<file path="config.mk">
export PLATFORM = sky130hd
export DESIGN_NAME = ternary_peephole
export DESIGN_NICKNAME = d
export VERILOG_FILES = /design/src/rtl/ternary_peephole.sv
export SDC_FILE = /design/constraint.sdc
export NUM_CORES = 1
export LEC_CHECK = 0
export ABC_AREA = 1
export BUFFER_PORTS_ARGS = -buffer_cell sky130_fd_sc_hd__buf_2
export CAP_MARGIN = 40
export CORE_MARGIN = 3
export CORE_UTILIZATION = 56
export DETAILED_ROUTE_END_ITERATION = 6
export PLACE_DENSITY = 0.87
export SETUP_SLACK_MARGIN = 0.15
export SLEW_MARGIN = 20
export SYNTH_ARGS = -nofsm -noshare
export SYNTH_HDL_FRONTEND = slang
export SYNTH_SLANG_ARGS = --single-unit
export TNS_END_PERCENT = 10
</file>
<file path="constraint.sdc">
create_clock -name clk -period 2.4 [get_ports clk]
set_input_delay 0.36 -clock clk [delete_from_list [all_inputs] [get_ports clk]]
set_output_delay 0.36 -clock clk [all_outputs]
set_load 0.03 [all_outputs]
</file>
<file path="src/rtl/ternary_peephole.sv">
module ternary_peephole #(
  parameter int DEPTH = 32,
  parameter int LW = 3,
  localparam int AW = $clog2(DEPTH),
  localparam int CW = $clog2(DEPTH + 1),
  localparam int GW = 2 * LW + 3
) (
  input  logic          clk,
  input  logic          rst_n,
  input  logic          start,
  input  logic [CW-1:0] gene_count,
  output logic          done,
  output logic [CW-1:0] reduced_count,
  output logic [AW-1:0] rd_addr,
  input  logic [GW-1:0] rd_data,
  output logic          wr_en,
  output logic [AW-1:0] wr_addr,
  output logic [GW-1:0] wr_data
);

  function automatic logic [5:0] perm(input logic [2:0] t);
    case (t)
      3'd1: perm = {2'd0, 2'd2, 2'd1};
      3'd2: perm = {2'd1, 2'd0, 2'd2};
      3'd3: perm = {2'd2, 2'd0, 2'd1};
      3'd4: perm = {2'd0, 2'd1, 2'd2};
      3'd5: perm = {2'd1, 2'd2, 2'd0};
      default: perm = {2'd2, 2'd1, 2'd0};
    endcase
  endfunction

  function automatic logic [1:0] img(input logic [5:0] p, input logic [1:0] x);
    case (x)
      2'd0: img = p[1:0];
      2'd1: img = p[3:2];
      default: img = p[5:4];
    endcase
  endfunction

  function automatic logic [2:0] compose(input logic [2:0] a, input logic [2:0] b);
    logic [5:0] pa, pb, pc;
    pa = perm(a);
    pb = perm(b);
    pc = {img(pb, pa[5:4]), img(pb, pa[3:2]), img(pb, pa[1:0])};
    compose = 3'd0;
    for (int t = 1; t < 6; t++)
      if (perm(3'(t)) == pc) compose = 3'(t);
  endfunction

  localparam logic [1:0] S_IDLE = 2'd0, S_SCAN = 2'd1;

  logic [1:0]    state;
  logic [CW-1:0] ri, n, wp;
  logic [GW-1:0] held;
  logic          hv, chg;
  logic          busy;

  logic [2:0]    gt, ct;
  logic          gid, same, at_end, push;
  logic [CW-1:0] newcnt;

  assign busy   = (state == S_SCAN);
  assign at_end = (ri == n);
  assign gt     = rd_data[2:0];
  assign gid    = (gt == 3'd0) || (gt > 3'd5);
  assign same   = hv && (rd_data[GW-1:3] == held[GW-1:3]);
  assign ct     = compose(held[2:0], gt);
  assign push   = !at_end && !gid && !same;
  assign newcnt = wp + CW'(hv);

  assign rd_addr = ri[AW-1:0];
  assign wr_en   = busy && hv && (at_end || push);
  assign wr_addr = wp[AW-1:0];
  assign wr_data = held;

  always_ff @(posedge clk or negedge rst_n) begin
    if (!rst_n) begin
      state         <= S_IDLE;
      ri            <= '0;
      n             <= '0;
      wp            <= '0;
      held          <= '0;
      hv            <= 1'b0;
      chg           <= 1'b0;
      done          <= 1'b0;
      reduced_count <= '0;
    end else begin
      done <= 1'b0;
      case (state)
        S_IDLE: begin
          if (start) begin
            state <= S_SCAN;
            n     <= gene_count;
            ri    <= '0;
            wp    <= '0;
            hv    <= 1'b0;
            chg   <= 1'b0;
          end
        end
        default: begin
          if (!at_end) begin
            ri <= ri + CW'(1);
            if (gid) begin
              chg <= 1'b1;
            end else if (same) begin
              chg <= 1'b1;
              if (ct == 3'd0) hv <= 1'b0;
              else held[2:0] <= ct;
            end else begin
              if (hv) wp <= wp + CW'(1);
              held <= rd_data;
              hv   <= 1'b1;
            end
          end else if (chg) begin
            n   <= newcnt;
            ri  <= '0;
            wp  <= '0;
            hv  <= 1'b0;
            chg <= 1'b0;
          end else begin
            state         <= S_IDLE;
            done          <= 1'b1;
            reduced_count <= newcnt;
            hv            <= 1'b0;
          end
        end
      endcase
    end
  end

endmodule

</file>
==> run summary, run 1 <==
- run status: finished clean
- number of detailed-routing iterations run before antenna repair: 4
- Largest delay share family, worst path: simple AND/OR/NAND/NOR gates
- met2 track utilization from global routing: 36.8%
- leak pwr: 0.00160 uW
- share of async-settable or async-resettable flops after synthesis: 100%
- mean instance size in the synthesized netlist: 7.08 sq um
- post-synthesis register bit count: 37
- final worst-path cycle share: 90.0%
- final setup fails: 0
- port buffer count: 44
- TritonCTS clock tree: done
- sequential element share of the synthesized area: 36.3%
- post-layout utilization of the core: 69.1%
- number of nets produced by synthesis: 383
- area overhead of the layout relative to synthesis: 14.0%
- time the worst path needs with I/O delays and setup: 2.16 ns
- Die Ht: 73.4 um
- placer congestion estimate: 0.950
- worst hold margin: 0.301 ns
- CTS Root Cell: clkbuf_8
- area fraction in compound gates after synthesis: 8.45%
- flop2flop setup slack: 0.37 ns
- Min-Delay Path Class: in -> reg
- M1 GR Usage: 28.3%
- n_diodes: 0
- Synth top area share: 36.3%
- Max clock buf depth: 2
- top cells by area in the synthesized netlist: dfrtp_1 36%, nand2_1 16%, nand3_1 5.5%
- clk_skew: 0.0114 ns
- final worst-path setup slack: 0.240 ns
- Clk pin slew, worst setup/hold paths: 0.08 ns
- cell with the most instances after synthesis: nand2_1
- post-synth design cell area: 2550 sq um
- clock insertion delay at the later pin of the skew report: 0.30 ns
- worst endpoint required time: 2.04 ns
- count of H-tree levels built during CTS: 2
- DRC violations left: 0
- initial cell density of the core: 60.6%
- Arrival @ worst endpoint: 1.80 ns
- combined buffer and inverter count along the critical path: 2
- number of vias per cell: 5.30
- largest net degree at the start of global routing: 38
- io pins: 45
- transition time at the pin with the least slew margin: 0.535 ns
- die boundary width: 73.4 um
- ranking of synthesized cells by instance count: 107 x nand2_1, 37 x dfrtp_1, 33 x nor2_1, 30 x inv_1, 28 x nand3_1
- highest clock frequency the design can meet: 463 MHz
- Fin Setup TNS: 0 ns
- post-synthesis share of cell area spent on full adders, half adders and majority gates: 2.46%
- vias after detailed routing: 2391
- cell row count: 23
- wire length of the first global-routing pass: 9370 um
- average wire per standard cell: 12.7 um
- setup repair after global routing missed its margin: yes
- Core Area: 4200 sq um
- Worst path max stage delay: 0.42 ns
- CP Class: reg -> out
- Post-Synth Simple-Gate Area: 37.6%
- master of the slowest instance on the critical path: dfrtp_1
- Worst VDD drop: 773 uV
- Final Hold Viols: 0
- max-cap violation count: 0
- Placement Setup Slack: 0.307 ns
- xor/xnor share of the synthesized area: 3.44%
- total CTS buffers: 5
- grt total ovfl: 0
- startpoint type of the worst setup path: register
- Critical Path Fanout Max: 6
- GR Util met3: 5.34%
- clock sink total: 37
- Final Routed Wirelength: 5750 um
- Starting DRT DRC Count: 120
- Cell Pwr Density: 1480 nW/um^2
- multiplexer area fraction after synthesis: 0.884%
- final number of max-transition violations: 0
- layout net count: 423
- distinct cell type count of the synthesized netlist: 33
- relative slew slack: 64.3%
- Worst setup EP type: primary output
- overall die area: 5390 sq um
- global routing usage summed across all routing layers: 22.4%
- most used cell along the critical path: nor2_1
- count of antenna-violating nets left after detailed routing: 0
- synthesized netlist cell count: 360
- cell chain of the critical path: inv_1, nor2_1, nor4b_4, nand2_4, nand2_2, nand2_1, nor2_1, clkbuf_4
- leading area contributor after synthesis: dfrtp_1
- number of enable flip-flop cells after synthesis: 0
- vias in the first global route: 2178
- grt peak-use layer: met2
- YS warnings: 0
- largest family of logic cells by synthesized area: simple AND/OR/NAND/NOR gates
- fraction of layout cells with a size suffix above 1: 26.2%
- dominant synthesized flop cell: dfrtp_1
- initial antenna violation count: 0
- sum of net half-perimeters after detailed placement: 4370 um
[cells by family (layout without fill, tap and decap cells)]
kind of cell,after synthesis,count (layout)
xor+xnor,10,10
simple gates,206,206
fa+ha+maj,5,5
mux,2,2
buf+inv,62,103
flops,37,37
compound gates,38,38
[sequential cells by signal, indices dropped and copies added, names as in the netlist]
name and cells:
wp 6, chg 1, reduced_count 6, done 1, n 6, ri 6, wr_data 9, state 1
hv 1
[per-stage QoR]
stage | cell area, sq um | power, uW | cells
2_1_floorplan | 2550 | 3240 | 360
5_1_grt | 2900 | 4690 | 451
6_report | 2900 | 4310 | 451
4_1_cts | 2840 | 4250 | 448
3_5_place_dp | 2740 | 3720 | 440
3_3_place_gp | 2740 | 3620 | 440
[worst paths after layout]
| path | from | end | depth (start not counted) |
|---|---|---|---|
| worst min register to register | reduced_count[4]$_DFFE_PN0P_ | reduced_count[4]$_DFFE_PN0P_ | 2 |
| worst max register to register | wr_data[2]$_DFFE_PN0P_ | wr_data[2]$_DFFE_PN0P_ | 16 |
| worst min-delay path | rd_data[7] | wr_data[7]$_DFFE_PN0P_ | 2 |
| worst max-delay path | ri[5]$_DFFE_PN0P_ | wr_en | 8 |
| min in group asynchronous | rst_n | wr_data[0]$_DFFE_PN0P_ | 2 |
| max in group asynchronous | rst_n | chg$_DFFE_PN0P_ | 3 |
[layer usage]
metal / wire length, um / vias up / part of all wire (%)
met2: 2800 / 65 / 49
li1: - / 1212 / -
met4: 110 / 0 / 1.9
met1: 2530 / 1101 / 44
met5: 0 / - / 0
met3: 311 / 13 / 5.4
[what timing repair did]
item,4_1_cts,5_1_grt
gates resized for setup,0,7
hold buffers,0,1
hold endpoints to repair,0,7
endpoints found under the setup margin,0,5
setup buffers,0,1
[power breakdown]
part           switching, uW  total, uW  internal [uW]
Combinational           1740       2620            883
Sequential               274       1180            905
Clock                    245        510            265
[layout make-up]
type / count / area, sq um
sequential: 37 / 927
timing repair buffer: 47 / 260
fill: 372 / 1300
inverter: 48 / 180
multi-input combinational: 261 / 1370
clock inverter: 1 / 8.76
clock buffer: 7 / 96.3
tap: 50 / 62.6
[cell usage in the layout, fill, tap and decap left out, types with 4 or more instances in the layout]
| master | count |
|---|---|
| a21oi_1 | 8 |
| a31oi_1 | 5 |
| buf_2 | 43 |
| clkbuf_8 | 7 |
| dfrtp_1 | 36 |
| ha_1 | 4 |
| inv_1 | 29 |
| inv_2 | 19 |
| nand2_1 | 106 |
| nand2_2 | 15 |
| nand3_1 | 27 |
| nor2_1 | 32 |
| nor3_1 | 4 |
| o21ai_0 | 7 |
| o21ai_1 | 10 |
| xor2_1 | 7 |
Power figures use the tool's default switching activity.
==> run 2, diff against run 1 <==
CORE_UTILIZATION = 41   (was 56)
GPL_TIMING_DRIVEN = 0   (was unset)
PLACE_DENSITY = 0.69   (was 0.87)
==> run 2 against run 1 <==
Register-to-register slack about the same. Non-clock buffer count increased by 17. Critical endpoint unchanged. Hold slack better by 0.014 ns. Total power is 1.1% higher. Clock skew shrank 0.0017 ns. Core utilization decreased by 18 points. Die area is 33% higher. Clock power shrank 11%. Critical path type unchanged. Sequential share of layout area down 1.5 points. Sequential power about the same. Setup slack better by 0.017 ns. Design area increased by 4.9%.
==> run summary, run 2 (synthesis results as in run 1) <==
- post-layout utilization of the core: 51.2%
- Worst VDD drop: 657 uV
- Largest register FFs: 9
- master of the slowest instance on the critical path: dfrtp_1
- GR Util met3: 2.43%
- met2 track utilization from global routing: 24.1%
- PnR Total Power: 4350 uW
- final worst-path cycle share: 89.3%
- placer congestion estimate: 0.809
- cell depth of the worst setup path: 8
- flop2flop setup slack: 0.38 ns
- Min-Delay Path Class: in -> reg
- Clk pin slew, worst setup/hold paths: 0.08 ns
- sequential fraction of design power: 26.7%
- leak pwr: 0.00167 uW
- Worst setup startpoint: ri[5]$_DFFE_PN0P_
- Cell Pwr Density: 1430 nW/um^2
- clk_skew: 0.00972 ns
- CP Class: reg -> out
- worst flop-to-flop path startpoint: wr_data[2]$_DFFE_PN0P_
- die boundary width: 84.8 um
- fill count: 613
- count of antenna-violating nets left after detailed routing: 0
- transition time at the pin with the least slew margin: 0.466 ns
- area overhead of the layout relative to synthesis: 19.6%
- Critical Path End: wr_en
- internal power summed over all cells: 2140 uW
- Final Routed Wirelength: 5490 um
- clock sink total: 37
- layout net count: 440
- worst endpoint required time: 2.04 ns
- startpoint type of the worst setup path: register
- port buffer count: 44
- vias after detailed routing: 2362
- Final Hold Viols: 0
- relative slew slack: 68.9%
- Worst path max stage delay: 0.41 ns
- Arrival @ worst endpoint: 1.78 ns
- Largest delay share family, worst path: simple AND/OR/NAND/NOR gates
- total CTS buffers: 5
- commonest cells after routing, fill and taps aside: 106 x nand2_1, 44 x buf_2, 36 x dfrtp_1
- Die Ht: 84.8 um
- highest clock frequency the design can meet: 467 MHz
- CTS Root Cell: clkbuf_8
- time the worst path needs with I/O delays and setup: 2.14 ns
- Core Area: 5960 sq um
- initial antenna violation count: 0
- combinational cell fraction of total power: 62.9%
- io pins: 45
- Sw Ratio: 50.9%
- clock insertion delay at the later pin of the skew report: 0.29 ns
- wire length of the first global-routing pass: 9280 um
- max-cap violation count: 0
- cell row count: 28
- overall die area: 7200 sq um
- M1 GR Usage: 22.9%
- Max clock buf depth: 2
- fraction of layout cells with a size suffix above 1: 29.2%
- Critical Path Fanout Max: 6
- vias in the first global route: 2150
- number of vias per cell: 4.79
- Worst setup EP type: primary output
- global routing usage summed across all routing layers: 15.6%
- Fin Setup TNS: 0 ns
- grt peak-use layer: met2
- worst reg2reg path endpoint: wr_data[1]$_DFFE_PN0P_
- largest net degree at the start of global routing: 25
- count of H-tree levels built during CTS: 2
- most common library cell in the layout ignoring fill and taps: nand2_1
- cell chain of the critical path: inv_1, nor2_1, nor4b_4, nand2_4, nand2_2, nand2_1, nor2_2, buf_4
- sum of net half-perimeters after detailed placement: 4350 um
- run status: finished clean
- final setup fails: 0
- Starting DRT DRC Count: 76
- worst-case reg-to-reg path depth: 12
- DRC violations left: 0
- worst hold margin: 0.314 ns
- setup repair after global routing missed its margin: yes
- grt total ovfl: 0
- n_diodes: 0
- TritonCTS clock tree: done
- combined buffer and inverter count along the critical path: 2
- initial cell density of the core: 42.8%
- final number of max-transition violations: 0
- switching power: 2220 uW
- power share of the clock group: 10.5%
- average wire per standard cell: 11.1 um
- number of detailed-routing iterations run before antenna repair: 5
run 2: changes by cell type in the layout (fill, tap and decap cells not counted), sizes merged:
cell    previous run  this run
inv               49        48
clkinv             0         2
buf               45        61
run 2: what timing repair did:
action / 4_1_cts / 5_1_grt
hold buffers: 1 / 0
gates resized for setup: 1 / 9
pin swaps: 1 / 3
buffers inserted: 1 / 3
endpoints found under the setup margin: 1 / 5
hold endpoints to repair: 13 / 0
run 2: per-stage QoR:
step / area, sq um / worst slack, ns / cells
final: 3050 / 0.257 / 493
after global routing: 3050 / 0.142 / 493
after CTS: 3000 / 0.152 / 490
after detailed placement: 2880 / 0.312 / 480
after global placement: 2860 / 0.330 / 479
after floorplan: 2550 / 0.327 / 360
run 2: power groups by stage:
stage	clock network, uW	registers, uW	logic [uW]
finish	456	1160	2740
global placement	0	1160	2610
global route	496	1210	3070
floorplan	0	1340	1910
CTS	468	1150	2700
detailed placement	0	1160	2660
run 2: how the worst min path moves through the flow:
stage	startpoint	end	slack, ns	cells after the start
global placement	reduced_count[5]$_DFFE_PN0P_	reduced_count[5]$_DFFE_PN0P_	0.45	2
floorplan	rst_n	chg$_DFFE_PN0P_	0.06	0
CTS	rd_data[5]	wr_data[5]$_DFFE_PN0P_	0.31	2
detailed placement	rst_n	ri[4]$_DFFE_PN0P_	0.28	1
finish	rd_data[5]	wr_data[5]$_DFFE_PN0P_	0.31	2
global route	gene_count[2]	n[2]$_DFFE_PN0P_	0.33	3
run 2: worst reg2reg max path: stages (launching register included):
cell      delay, ns
dfrtp_1        0.41
inv_2          0.12
ha_4           0.22
a21oi_2        0.18
inv_1          0.10
nand3b_1       0.09
nand3_1        0.09
nor2_1         0.13
nand2_2        0.07
and2_4         0.17
o21ai_0        0.22
nand2_1        0.08
o21ai_1        0.07
run 2: cell type report:
class	count	area [sq um]	area share [%]
multi-input cells	261	1370	45.0
clock inverters	2	13.8	0.452
clock buffers	6	82.6	2.71
inverters	48	180	5.91
plain buffers	14	95.1	3.12
repair buffers	50	283	9.28
well taps	75	93.8	3.08
flip-flops and latches	37	927	30.4
run 2: metal layers:
layer	vias to the layer above	part of all wire [%]
met4	0	0.69
met2	54	43
met3	4	4.7
met1	1057	51
li1	1247	-
met5	-	0
